`src/rtl/gpio_mask_pkg.sv`:
```
package gpio_mask_pkg;

    localparam int PIN_N  = 8;
    localparam int ADDR_N = 12;

    typedef enum logic [3:0] {
        SEL_NONE,
        SEL_DATA,
        SEL_DIR,
        SEL_SENSE,
        SEL_BOTH,
        SEL_POL,
        SEL_IEN,
        SEL_RAW,
        SEL_MIS,
        SEL_CLR
    } sel_e;

    // Register index inside the control bank (offset bits [4:2]).
    function automatic sel_e bank_sel(input logic [2:0] idx);
        sel_e s;
        case (idx)
            3'd0:    s = SEL_DIR;
            3'd1:    s = SEL_SENSE;
            3'd2:    s = SEL_BOTH;
            3'd3:    s = SEL_POL;
            3'd4:    s = SEL_IEN;
            3'd5:    s = SEL_RAW;
            3'd6:    s = SEL_MIS;
            default: s = SEL_CLR;
        endcase
        return s;
    endfunction

    // Merge new bits into a word only where the enable is set.
    function automatic logic [PIN_N-1:0] merge_bits(
        input logic [PIN_N-1:0] old_v,
        input logic [PIN_N-1:0] new_v,
        input logic [PIN_N-1:0] en
    );
        return (old_v & ~en) | (new_v & en);
    endfunction

endpackage

```
`src/rtl/gpio_addr_dec.sv`:
```
module gpio_addr_dec
    import gpio_mask_pkg::*;
#(
    parameter int PINS   = 8,
    parameter int ADDR_W = 12
) (
    input  logic [ADDR_W-1:0] addr,
    output sel_e              sel,
    output logic [PINS-1:0]   mask
);
    localparam int HI_LSB = PINS + 2;
    localparam int HI_W   = ADDR_W - HI_LSB;

    logic [HI_W-1:0] hi;

    assign hi   = addr[ADDR_W-1:HI_LSB];
    assign mask = addr[PINS+1:2];

    always_comb begin
        sel = SEL_NONE;
        if (addr[1:0] == 2'b00) begin
            if (hi == '0) begin
                sel = SEL_DATA;
            end else if (hi == HI_W'(1) && addr[PINS+1:5] == '0) begin
                sel = bank_sel(addr[4:2]);
            end
        end
    end

endmodule

```
`src/rtl/gpio_in_sync.sv`:
```
module gpio_in_sync #(
    parameter int W      = 8,
    parameter int STAGES = 2
) (
    input  logic         clk,
    input  logic         rst,
    input  logic [W-1:0] d,
    output logic [W-1:0] q
);
    logic [W-1:0] chain [STAGES];

    generate
        for (genvar s = 0; s < STAGES; s++) begin : g_stage
            always_ff @(posedge clk) begin
                if (rst) begin
                    chain[s] <= '0;
                end else if (s == 0) begin
                    chain[s] <= d;
                end else begin
                    chain[s] <= chain[(s == 0) ? 0 : s-1];
                end
            end
        end
    endgenerate

    assign q = chain[STAGES-1];

endmodule

```
`src/rtl/gpio_regs.sv`:
```
module gpio_regs
    import gpio_mask_pkg::*;
#(
    parameter int PINS = 8
) (
    input  logic            clk,
    input  logic            rst,
    input  logic            wr,
    input  sel_e            sel,
    input  logic [PINS-1:0] mask,
    input  logic [PINS-1:0] wdata,
    output logic [PINS-1:0] dir_q,
    output logic [PINS-1:0] out_q,
    output logic [PINS-1:0] sense_q,
    output logic [PINS-1:0] both_q,
    output logic [PINS-1:0] pol_q,
    output logic [PINS-1:0] ien_q,
    output logic [PINS-1:0] clr_q
);
    logic [PINS-1:0] data_en;

    // Only pins that are masked in and currently outputs accept data.
    assign data_en = mask & dir_q;

    always_ff @(posedge clk) begin
        if (rst) begin
            dir_q   <= '0;
            out_q   <= '0;
            sense_q <= '0;
            both_q  <= '0;
            pol_q   <= '0;
            ien_q   <= '0;
            clr_q   <= '0;
        end else begin
            clr_q <= '0;
            if (wr) begin
                case (sel)
                    SEL_DATA:  out_q   <= (out_q & ~data_en) | (wdata & data_en);
                    SEL_DIR:   dir_q   <= wdata;
                    SEL_SENSE: sense_q <= wdata;
                    SEL_BOTH:  both_q  <= wdata;
                    SEL_POL:   pol_q   <= wdata;
                    SEL_IEN:   ien_q   <= wdata;
                    SEL_CLR:   clr_q   <= wdata;
                    default:   ;
                endcase
            end
        end
    end

endmodule

```
`src/rtl/gpio_mask_top.sv`:
```
module gpio_mask_top
    import gpio_mask_pkg::*;
#(
    parameter int PINS        = 8,
    parameter int ADDR_W      = 12,
    parameter int SYNC_STAGES = 2
) (
    input  logic              clk,
    input  logic              rst,
    input  logic [ADDR_W-1:0] bus_addr,
    input  logic              bus_wr,
    input  logic              bus_rd,
    input  logic [PINS-1:0]   bus_wdata,
    output logic [PINS-1:0]   bus_rdata,
    input  logic [PINS-1:0]   pin_in,
    output logic [PINS-1:0]   pin_out,
    output logic [PINS-1:0]   pin_oe,
    input  logic [PINS-1:0]   det_raw,
    output logic [PINS-1:0]   det_sense,
    output logic [PINS-1:0]   det_both,
    output logic [PINS-1:0]   det_polarity,
    output logic [PINS-1:0]   det_enable,
    output logic [PINS-1:0]   det_clear
);
    sel_e            sel;
    logic [PINS-1:0] mask;
    logic [PINS-1:0] pin_sync;
    logic [PINS-1:0] dir_q, out_q;
    logic [PINS-1:0] rd_val;
    logic [PINS-1:0] rdata_q;

    gpio_addr_dec #(.PINS(PINS), .ADDR_W(ADDR_W)) u_dec (
        .addr (bus_addr),
        .sel  (sel),
        .mask (mask)
    );

    gpio_in_sync #(.W(PINS), .STAGES(SYNC_STAGES)) u_sync (
        .clk (clk),
        .rst (rst),
        .d   (pin_in),
        .q   (pin_sync)
    );

    gpio_regs #(.PINS(PINS)) u_regs (
        .clk     (clk),
        .rst     (rst),
        .wr      (bus_wr),
        .sel     (sel),
        .mask    (mask),
        .wdata   (bus_wdata),
        .dir_q   (dir_q),
        .out_q   (out_q),
        .sense_q (det_sense),
        .both_q  (det_both),
        .pol_q   (det_polarity),
        .ien_q   (det_enable),
        .clr_q   (det_clear)
    );

    always_comb begin
        case (sel)
            SEL_DATA:  rd_val = mask & merge_bits(pin_sync, out_q, dir_q);
            SEL_DIR:   rd_val = dir_q;
            SEL_SENSE: rd_val = det_sense;
            SEL_BOTH:  rd_val = det_both;
            SEL_POL:   rd_val = det_polarity;
            SEL_IEN:   rd_val = det_enable;
            SEL_RAW:   rd_val = det_raw;
            SEL_MIS:   rd_val = det_raw & det_enable;
            default:   rd_val = '0;
        endcase
    end

    always_ff @(posedge clk) begin
        if (rst) begin
            rdata_q <= '0;
        end else begin
            rdata_q <= bus_rd ? rd_val : '0;
        end
    end

    assign bus_rdata = rdata_q;
    assign pin_out   = out_q;
    assign pin_oe    = dir_q;

endmodule

```
`config.mk`:
```
export PLATFORM = sky130hd
export DESIGN_NAME = gpio_mask_top
export DESIGN_NICKNAME = d
export VERILOG_FILES = /design/src/rtl/gpio_mask_pkg.sv /design/src/rtl/gpio_addr_dec.sv /design/src/rtl/gpio_in_sync.sv /design/src/rtl/gpio_regs.sv /design/src/rtl/gpio_mask_top.sv
export SDC_FILE = /design/constraint.sdc
export NUM_CORES = 1
export LEC_CHECK = 0
export BUFFER_PORTS_ARGS = -buffer_cell sky130_fd_sc_hd__buf_2
export CAP_MARGIN = 20
export CORE_ASPECT_RATIO = 0.6
export CORE_MARGIN = 2
export CORE_UTILIZATION = 45
export CTS_CLUSTER_DIAMETER = 40
export CTS_CLUSTER_SIZE = 10
export DETAILED_ROUTE_END_ITERATION = 16
export GPL_ROUTABILITY_DRIVEN = 0
export MAX_ROUTING_LAYER = met4
export PLACE_DENSITY = 0.68
export SYNTH_ARGS = -nofsm -noshare
export SYNTH_HDL_FRONTEND = slang
export SYNTH_SLANG_ARGS = --single-unit
```
`constraint.sdc`:
```
create_clock -name clk -period 2.8 [get_ports clk]
set_input_delay 0.28 -clock clk [delete_from_list [all_inputs] [get_ports clk]]
set_output_delay 0.28 -clock clk [all_outputs]
set_load 0.02 [all_outputs]
```
==> results.yml, run 1 <==
routing:
  drc: 0
  post_drt_wl_per_cell_microns: 19.4
  routed_wl_microns: 11500
  post_drt_via_cell_ratio: 5.72
  dr.pass1.iters: 5
  vias: 3374
  ant_nets: 0
  dr.first_iter.drc_count: 377
outcome:
  status: "completed"
pwr:
  p_seq_share_pct: 48.8
  internal_power_w: 0.00182
  finalPower_w: 0.00236
  combPwrFrac_pct: 7.2
  clkPwrFrac_pct: 44.1
  cellLeakagePower_nw: 2.22
  switching_power_w: 0.000542
  swShare_pct: 23.0
  irDropWorstVdd_uv: 354
  p_per_area_nw_per_um2: 520
timing:
  whs_ns: 0.149
  finalHoldViolCount: 0
  drv_slew: 0
  layout_worst_path_cycle_share_pct: 75.5
  tightestPinTransition_ns: 0.669
  worst_slew_margin_rel_pct: 55.3
  tns_ns: 0
  period_minus_slack_ns: 2.12
  finalClockSkew_ns: 0.00504
  timing.final.ws_setup_ns: 0.685
  rsz0062_at_grt: "no"
  finalSetupViolations: 0
  max_freq_ghz: 0.473
synthesis:
  yosysSeqAreaShare_pct: 44.6
  synthFlopType: "dfxtp_1"
  synth.distinct_cells: 55
  synth_nets: 408
  synthArstFlopShare_pct: 0
  synth_seq_cells: 80
  ys_warn_count: 0
  synth.avg_cell_area_sq_um: 9.84
  syn_inst: 365
  synth_edf_count: 0
  syn_area_sq_um: 3590
min_path:
  hp-class: "primary input to flip-flop"
place:
  dp_hpwl_microns: 8460
  io_buffers: 103
  dpl_cell_area_sq_um: 4280
  dp_worst_setup_slack_ns: 0.396
clock_network:
  cts_tree: "done"
  ctsHoldBuffers: 0
  clk_pin_slew_ns: 0.06
  cts-resized-gates: 0
  cts_setup_buffers: 0
  clk_latency_ns: 0.34
  clockBufferDepth: 2
  clock_sinks: 80
  cts_max_level: 3
  cts-root-buf: "clkbuf_16"
  cts_made_buffers: 9
global_routing:
  grt-ovfl-total: 0
  grt_pass1_vias: 3144
  gr-usage-all-layers_pct: 27.9
  grt_max_degree: 54
  grt_pass1_wl_microns: 17300
  grt_antenna_before_repair: 0
floorplan:
  die_area_sq_um: 8740
  io_pins: 104
  rows: 25
  die_height_microns: 73.2
  die_w_microns: 119
  coreArea_sq_um: 7820
  start_util_pct: 45.9
setup_path:
  end_kind: "flip-flop"
  arrival_ns: 2.36
  critPathKind: "primary input to flip-flop"
  critPathMaxFanout: 8
  cp_data_required_time_ns: 3.05
  start_kind: "primary input"
final_layout:
  layout-drive-gt1-share_pct: 32.0
  area_growth_pct: 26.3
  antenna_cells: 0
  layout.nets: 522
  fin_area_sq_um: 4540
job:
  maxCapViolCount: 0
Yosys cell counts (3+ instances only):
master | count | share of area, %
dfxtp_1 | 80 | 45
nor2_1 | 55 | 5.7
mux2i_1 | 54 | 15
nor2b_1 | 16 | 2.8
and2_1 | 12 | 2.1
clkbuf_1 | 10 | 1.0
nand4_1 | 10 | 1.7
a21oi_1 | 9 | 1.3
mux2_2 | 9 | 2.8
nand3_1 | 9 | 1.3
o21ai_0 | 8 | 1.1
nand2_1 | 7 | 0.73
nor3_1 | 7 | 0.98
a22oi_1 | 5 | 1.0
a31oi_1 | 5 | 0.87
nor4_1 | 5 | 0.87
a2bb2oi_1 | 4 | 0.98
and3_1 | 4 | 0.70
nor3b_1 | 4 | 0.84
a211oi_1 | 3 | 0.63
a32oi_1 | 3 | 0.73
ha_1 | 3 | 1.0
inv_1 | 3 | 0.31
kinds of logic after synthesis:
logic type               Yosys count  share of synthesized area [%]
AND/OR/NAND/NOR                  148                           23.7
flip-flops                        80                           44.6
multiplexers                      63                           17.9
AO/OA/AOI/OAI                     52                           10.2
buffers and inverters             18                           2.33
adder cells (fa/ha/maj)            3                           1.05
XOR/XNOR                           1                          0.244
cell usage in the layout (no fill, tap or decap), drive strengths merged, types with 2 or more instances in the layout:
| cell | count |
|---|---|
| nor2 | 56 |
| nor4 | 7 |
| a211oi | 3 |
| nor3 | 8 |
| and3 | 4 |
| a32oi | 3 |
| nand2 | 7 |
| buf | 118 |
| mux2 | 9 |
| clkbuf | 13 |
| nor2b | 16 |
| and2 | 12 |
| nand3 | 10 |
| nand2b | 2 |
| dfxtp | 80 |
| or4b | 2 |
| a2bb2oi | 4 |
| a2bb2o | 3 |
| mux2i | 54 |
| nor3b | 4 |
| ha | 3 |
| inv | 3 |
| or2 | 2 |
| a21oi | 9 |
| nand4 | 12 |
| a22oi | 5 |
| o21ai | 10 |
| or3 | 2 |
| a31oi | 5 |
power by group through the flow:
stage / registers [W] / logic, W / clock network [W]
after global routing: 0.00115 / 0.000180 / 0.00111
after CTS: 0.00115 / 0.000165 / 0.00106
after detailed placement: 0.00118 / 0.000164 / 0
final: 0.00115 / 0.000169 / 0.00104
after global placement: 0.00118 / 0.000162 / 0
after floorplan: 0.00118 / 0.0000827 / 0
metrics by stage:
step | std cells | utilization [%]
after floorplan | 365 | -
after global placement | 576 | 54.8
after detailed placement | 576 | 54.8
after CTS | 590 | 58.0
after global routing | 590 | 58.0
final | 590 | 58.0
critical path: stages:
cell and delay, ns:
buf_2 0.14, inv_1 0.09, ha_1 0.37, or4b_2 0.62
nor4_1 0.22, buf_4 0.22, and2_1 0.12, o21ai_0 0.07
a31oi_1 0.21
flip-flops by register name (all words and copies together), names as in the netlist, named ones only:
| signal | cells |
|---|---|
| u_regs.dir_q | 8 |
| bus_rdata | 8 |
| u_regs.ien_q | 8 |
| u_regs.both_q | 8 |
| u_regs.pol_q | 8 |
| u_regs.clr_q | 8 |
| u_sync.chain | 16 |
| u_regs.sense_q | 8 |
routing by layer:
layer	global-route usage [%]	part of all wire, %
met4	13.1	2.6
met3	9.77	10
met5	-	0
met1	37.9	46
met2	36.9	41
cell type report:
class,count,area (sq um)
Sequential cell,80,1600
Inverter,3,11.3
Multi-Input combinational cell,267,1910
Tap cell,108,135
Clock inverter,1,5.00
Fill cell,727,3280
Timing Repair Buffer,118,628
Clock buffer,13,250
path summary, 6_finish.rpt:
check	depth (start not counted)	slack, ns	end	start
worst min register to register	1	0.44	u_sync.chain[1][5]	u_sync.chain[0][5]
worst max-delay path	9	0.68	bus_rdata[1]	bus_addr[3]
worst max register to register	5	1.32	bus_rdata[6]	u_regs.dir_q[6]
worst min-delay path	2	0.15	u_sync.chain[0][4]	pin_in[4]
Power figures use the tool's default switching activity.
==> run 2, diff against run 1 <==
--- a/config.mk
+++ b/config.mk
@@ -5,6 +5,7 @@
 export SDC_FILE = /design/constraint.sdc
 export NUM_CORES = 1
 export LEC_CHECK = 0
+export ABC_AREA = 1
 export BUFFER_PORTS_ARGS = -buffer_cell sky130_fd_sc_hd__buf_2
 export CAP_MARGIN = 20
 export CORE_ASPECT_RATIO = 0.6
@@ -15,7 +16,7 @@
 export DETAILED_ROUTE_END_ITERATION = 16
 export GPL_ROUTABILITY_DRIVEN = 0
 export MAX_ROUTING_LAYER = met4
-export PLACE_DENSITY = 0.68
+export PLACE_DENSITY = 0.7
 export SYNTH_ARGS = -nofsm -noshare
 export SYNTH_HDL_FRONTEND = slang
 export SYNTH_SLANG_ARGS = --single-unit
==> constraint.sdc (replaced) <==
create_clock -name clk -period 1.7 [get_ports clk]
set_input_delay 0.17 -clock clk [delete_from_list [all_inputs] [get_ports clk]]
set_output_delay 0.17 -clock clk [all_outputs]
set_load 0.02 [all_outputs]
==> run 2 against run 1 <==
Sequential cell count is the same. Utilization grew 4.8 points. Power rose by 83%. Combinational power grew 47%. Critical path type unchanged. Final area is 11% higher. Critical endpoint is now u_regs.both_q[4]. Critical path depth grew 1.
==> results.yml, run 2 <==
pwr:
  internal_power_w: 0.00336
  finalPower_w: 0.00433
  cellLeakagePower_nw: 2.59
  swShare_pct: 22.4
  combPwrFrac_pct: 5.7
  clkPwrFrac_pct: 50.5
  p_seq_share_pct: 43.8
  irDropWorstVdd_uv: 508
  p_per_area_nw_per_um2: 860
  switching_power_w: 0.000969
clock_network:
  cts_tree: "done"
  ctsHoldBuffers: 0
  clock_sinks: 80
  cts-resized-gates: 0
  cts-root-buf: "clkbuf_16"
  cts_made_buffers: 9
  cts_max_level: 3
  cts_setup_buffers: 0
  clk_latency_ns: 0.35
  clk_pin_slew_ns: 0.06
  clockBufferDepth: 2
routing:
  drc: 0
  post_drt_via_cell_ratio: 5.25
  vias: 4076
  dr.first_iter.drc_count: 294
  post_drt_wl_per_cell_microns: 15.3
  ant_nets: 0
  routed_wl_microns: 11900
  dr.pass1.iters: 5
timing:
  period_minus_slack_ns: 1.57
  finalHoldViolCount: 0
  tightestPinTransition_ns: 0.408
  finalSetupViolations: 0
  rsz0062_at_grt: "no"
  finalClockSkew_ns: 0.00548
  timing.final.ws_setup_ns: 0.130
  worst_slew_margin_rel_pct: 72.8
  drv_slew: 0
  max_freq_ghz: 0.637
  layout_worst_path_cycle_share_pct: 92.3
synthesis:
  ys_warn_count: 0
  yosysSeqAreaShare_pct: 42.5
  synthArstFlopShare_pct: 0
  synth.top_cell.area_share_pct: 42.5
  synth_nets: 574
  post_synth_main_area_contributors: "dfxtp_1, nand2_1, inv_1"
  synth_seq_cells: 80
  synthFlopType: "dfxtp_1"
  synth_common_cells: "nand2_1, inv_1, dfxtp_1"
  yosysMostFrequentCell: "nand2_1"
  synth_edf_count: 0
  yosys.area.top_type: "dfxtp_1"
  synth.avg_cell_area_sq_um: 7.09
  syn_inst: 531
  synth.distinct_cells: 30
  syn_area_sq_um: 3760
place:
  dp_hpwl_microns: 8820
  dp_worst_setup_slack_ns: -0.188
  io_buffers: 103
setup_path:
  worstSetupStartpoint: "bus_addr[3]"
  cp_data_required_time_ns: 2.00
  r2r_slack_ns: 0.50
  critPathMaxFanout: 16
  critPathKind: "primary input to flip-flop"
  reg2reg_depth: 6
  start_kind: "primary input"
  timing.rr.end: "bus_rdata[2]"
  setup.worst_path.end: "u_regs.both_q[4]"
  arrival_ns: 1.87
  r2r-start: "u_regs.dir_q[2]"
  end_kind: "flip-flop"
final_layout:
  final_cell_mix: "buf_2, nand2_1, inv_1"
  top_register: "u_sync.chain"
  area_growth_pct: 33.7
  largest_reg_flops: 16
  fin_util_pct: 62.9
  antenna_cells: 0
  layout.nets: 707
  layout-drive-gt1-share_pct: 26.9
  layout.cells.most_common: "buf_2"
floorplan:
  die_height_microns: 74.9
  start_util_pct: 47.0
  io_pins: 104
  die_w_microns: 122
  coreArea_sq_um: 8010
  rows: 25
  die_area_sq_um: 9140
global_routing:
  grt-ovfl-total: 0
  grt_max_degree: 33
  grt_pass1_wl_microns: 18500
  grt_antenna_before_repair: 0
  gr-usage-all-layers_pct: 27.7
  grt_pass1_vias: 3669
outcome:
  status: "completed"
job:
  maxCapViolCount: 0
min_path:
  hp-class: "primary input to flip-flop"
run 2: cell families after synthesis:
logic type | count (synthesis) | share of synthesized area, %
AOI/OAI and AO/OA | 107 | 15.5
buffers and inverters | 103 | 10.9
DFF | 80 | 42.5
and+or+nand+nor | 238 | 30.1
adders and majority gates | 3 | 0.997
run 2: worst min-delay path by stage:
stage | start | end | slack [ns] | cells after the start
detailed placement | pin_in[5] | u_sync.chain[0][5] | 0.38 | 3
global placement | pin_in[2] | u_sync.chain[0][2] | 0.37 | 3
finish | pin_in[5] | u_sync.chain[0][5] | 0.01 | 3
CTS | pin_in[5] | u_sync.chain[0][5] | 0.01 | 3
floorplan | pin_in[0] | u_sync.chain[0][0] | 0.28 | 2
global route | pin_in[6] | u_sync.chain[0][6] | 0.03 | 3
run 2: power by group through the flow:
stage	Sequential, W	Clock (W)	Combinational, W
floorplan	0.00194	0	0.000104
global placement	0.00194	0	0.000238
detailed placement	0.00194	0	0.000243
CTS	0.00190	0.00220	0.000245
global route	0.00190	0.00227	0.000272
finish	0.00190	0.00218	0.000249
run 2: metrics by stage:
stage | hold WS (ns) | instances | instance area, sq um | setup TNS (ns)
finish | 0.0130 | 777 | 5030 | 0
global route | 0.0297 | 777 | 5030 | 0
CTS | 0.0117 | 777 | 5030 | 0
detailed placement | 0.375 | 761 | 4700 | -6.99
global placement | 0.370 | 761 | 4700 | -3.87
floorplan | 0.277 | 531 | 3760 | 0
run 2: critical path, cell delays in order:
cell and delay (ns):
buf_2 0.09, inv_1 0.06, ha_1 0.30, inv_1 0.06, nor2_1 0.24, nand3_1 0.20
nor2_1 0.22, nand2_2 0.23, a21oi_1 0.20, o21a_1 0.13
run 2: area by class of cell:
class / count / area [sq um]
flip-flops and latches: 80 / 1600
multi-input cells: 348 / 1750
repair buffers: 142 / 896
fillers: 736 / 2970
clock inverters: 5 / 86.3
well taps: 108 / 135
clock buffers: 11 / 253
inverters: 83 / 312
run 2: per-layer routing:
metal  vias up  track usage, %  part of all wire (%)
met2       203            38.8                    41
met1      1869            38.4                    49
met5         -               -                     0
met4         0            7.92                   1.1
li1       1989               -                     -
met3        15            8.64                   9.6
==> run 3, diff against run 2 <==
--- a/config.mk
+++ b/config.mk
@@ -16,7 +16,7 @@
 export DETAILED_ROUTE_END_ITERATION = 16
 export GPL_ROUTABILITY_DRIVEN = 0
 export MAX_ROUTING_LAYER = met4
-export PLACE_DENSITY = 0.7
+export PLACE_DENSITY = 0.67
 export SYNTH_ARGS = -nofsm -noshare
 export SYNTH_HDL_FRONTEND = slang
 export SYNTH_SLANG_ARGS = --single-unit
==> constraint.sdc (replaced) <==
create_clock -name clk -period 1.99 [get_ports clk]
set_input_delay 0.398 -clock clk [delete_from_list [all_inputs] [get_ports clk]]
set_output_delay 0.398 -clock clk [all_outputs]
set_load 0.02 [all_outputs]
==> run 3 against run 2 <==
Worst hold slack gained 0.25 ns. Routed wire length shrank 1.1%. First-iteration DRC count rose by 23%. Sequential power down 15%. Die area stayed put. Combinational power down 18%. Register-to-register slack better by 0.24 ns. Utilization is 0.48 points lower. Power fell by 17%. Sequential cell count unchanged. Clock power shrank 18%. Largest power group unchanged. Global-route usage barely moved.
==> results.yml, run 3 (synthesis results as in run 2) <==
setup_path:
  path_depth: 12
  slowest_stage: "a21oi_1"
  cp_common_cell: "nand2_1"
  critPathKind: "primary input to flip-flop"
  cp_data_required_time_ns: 2.21
  reg2reg_depth: 6
  r2r-start: "u_regs.dir_q[2]"
  arrival_ns: 2.09
  worstSetupStartpoint: "bus_addr[5]"
  path_cells: "buf_2, inv_1, nand2_1, nor2_2, nand2_1, nor2_1, nand3_1, inv_1, nand3_1, nand2_1, nor2_1, a21oi_1"
  setup.worst_path.end: "bus_rdata[2]"
  end_kind: "flip-flop"
  start_kind: "primary input"
  crit_family: "simple AND/OR/NAND/NOR gates"
  max_stage_delay_ns: 0.28
  timing.rr.end: "bus_rdata[2]"
  cp.buffers_inverters: 3
  critPathMaxFanout: 8
  r2r_slack_ns: 0.74
floorplan:
  io_pins: 104
  die_height_microns: 74.9
  coreArea_sq_um: 8010
  start_util_pct: 47.0
  rows: 25
  die_w_microns: 122
  die_area_sq_um: 9140
routing:
  routed_wl_microns: 11800
  ant_nets: 0
  drc: 0
  post_drt_via_cell_ratio: 5.24
  post_drt_wl_per_cell_microns: 15.1
  dr.first_iter.drc_count: 362
  dr.pass1.iters: 5
  vias: 4081
clock_network:
  clock_sinks: 80
  cts_tree: "done"
  cts_made_buffers: 9
  cts_max_level: 3
  ctsHoldBuffers: 0
  clk_latency_ns: 0.34
  cts_setup_buffers: 0
  clk_pin_slew_ns: 0.06
  clockBufferDepth: 2
  cts-resized-gates: 0
  cts-root-buf: "clkbuf_16"
pwr:
  p_per_area_nw_per_um2: 722
  swShare_pct: 21.7
  p_seq_share_pct: 44.9
  irDropWorstVdd_uv: 550
  internal_power_w: 0.00282
  switching_power_w: 0.000784
  cellLeakagePower_nw: 2.57
  combPwrFrac_pct: 5.7
  clkPwrFrac_pct: 49.4
timing:
  layout_worst_path_cycle_share_pct: 93.9
  period_minus_slack_ns: 1.87
  finalHoldViolCount: 0
  timing.final.ws_setup_ns: 0.122
  worst_slew_margin_rel_pct: 77.3
  tightestPinTransition_ns: 0.339
  rsz0062_at_grt: "no"
  whs_ns: 0.261
  drv_slew: 0
  max_freq_ghz: 0.535
  finalClockSkew_ns: 0.00543
  finalSetupViolations: 0
global_routing:
  grt-ovfl-total: 0
  grt_pass1_vias: 3666
  gr-usage-all-layers_pct: 27.7
  grt_max_degree: 33
  grt_pass1_wl_microns: 18500
  grt_antenna_before_repair: 0
final_layout:
  antenna_cells: 0
  fin_util_pct: 62.4
  top_register: "u_sync.chain"
  layout.nets: 709
  largest_reg_flops: 16
  final_cell_mix: "buf_2, nand2_1, inv_1"
  layout-drive-gt1-share_pct: 27.0
  area_growth_pct: 32.7
  layout.cells.most_common: "buf_2"
place:
  io_buffers: 103
  dp_hpwl_microns: 9050
  dp_worst_setup_slack_ns: -0.143
job:
  maxCapViolCount: 0
outcome:
  status: "completed"
min_path:
  hp-class: "primary input to flip-flop"
run 3: area by class of cell:
class | count | area [sq um]
repair buffers | 144 | 873
well taps | 108 | 135
inverters | 83 | 312
flip-flops and latches | 80 | 1600
clock buffers | 11 | 243
clock inverters | 5 | 80.1
multi-input cells | 348 | 1750
fillers | 735 | 3010
run 3: layer usage:
metal	GRT usage [%]	up-vias	share of wire, %
met5	-	-	0
met4	8.05	0	1.1
met3	8.18	12	10
met2	40.2	197	41
met1	37.5	1880	47
li1	-	1992	-
run 3: worst min-delay path by stage:
stage | endpoint | startpoint | cells after the start | slack (ns)
floorplan | u_sync.chain[1][0] | u_sync.chain[0][0] | 2 | 0.39
global placement | u_sync.chain[1][1] | u_sync.chain[0][1] | 2 | 0.39
detailed placement | u_sync.chain[1][5] | u_sync.chain[0][5] | 2 | 0.40
CTS | u_sync.chain[0][1] | pin_in[1] | 3 | 0.26
global route | u_sync.chain[0][0] | pin_in[0] | 3 | 0.26
finish | u_sync.chain[0][1] | pin_in[1] | 3 | 0.26
run 3: power by group through the flow:
stage / logic (W) / clock network (W) / registers (W)
after floorplan: 0.0000890 / 0 / 0.00166
after global placement: 0.000198 / 0 / 0.00166
after detailed placement: 0.000202 / 0 / 0.00166
after CTS: 0.000203 / 0.00180 / 0.00162
after global routing: 0.000225 / 0.00187 / 0.00162
final: 0.000204 / 0.00178 / 0.00162
run 3: per-stage QoR:
step | instances | TNS (ns) | total power (W) | area (sq um)
2_1_floorplan | 531 | 0 | 0.00174 | 3760
3_3_place_gp | 763 | -1.62 | 0.00185 | 4670
3_5_place_dp | 763 | -4.01 | 0.00186 | 4670
4_1_cts | 779 | 0 | 0.00362 | 5000
5_1_grt | 779 | 0 | 0.00372 | 5000
6_report | 779 | 0 | 0.00361 | 5000
run 3: worst reg2reg max path: cells and delay by family (launching register included):
kind / cells / cell delay (ns)
DFF: 1 / 0.40
AOI/OAI and AO/OA: 2 / 0.40
and+or+nand+nor: 4 / 0.35
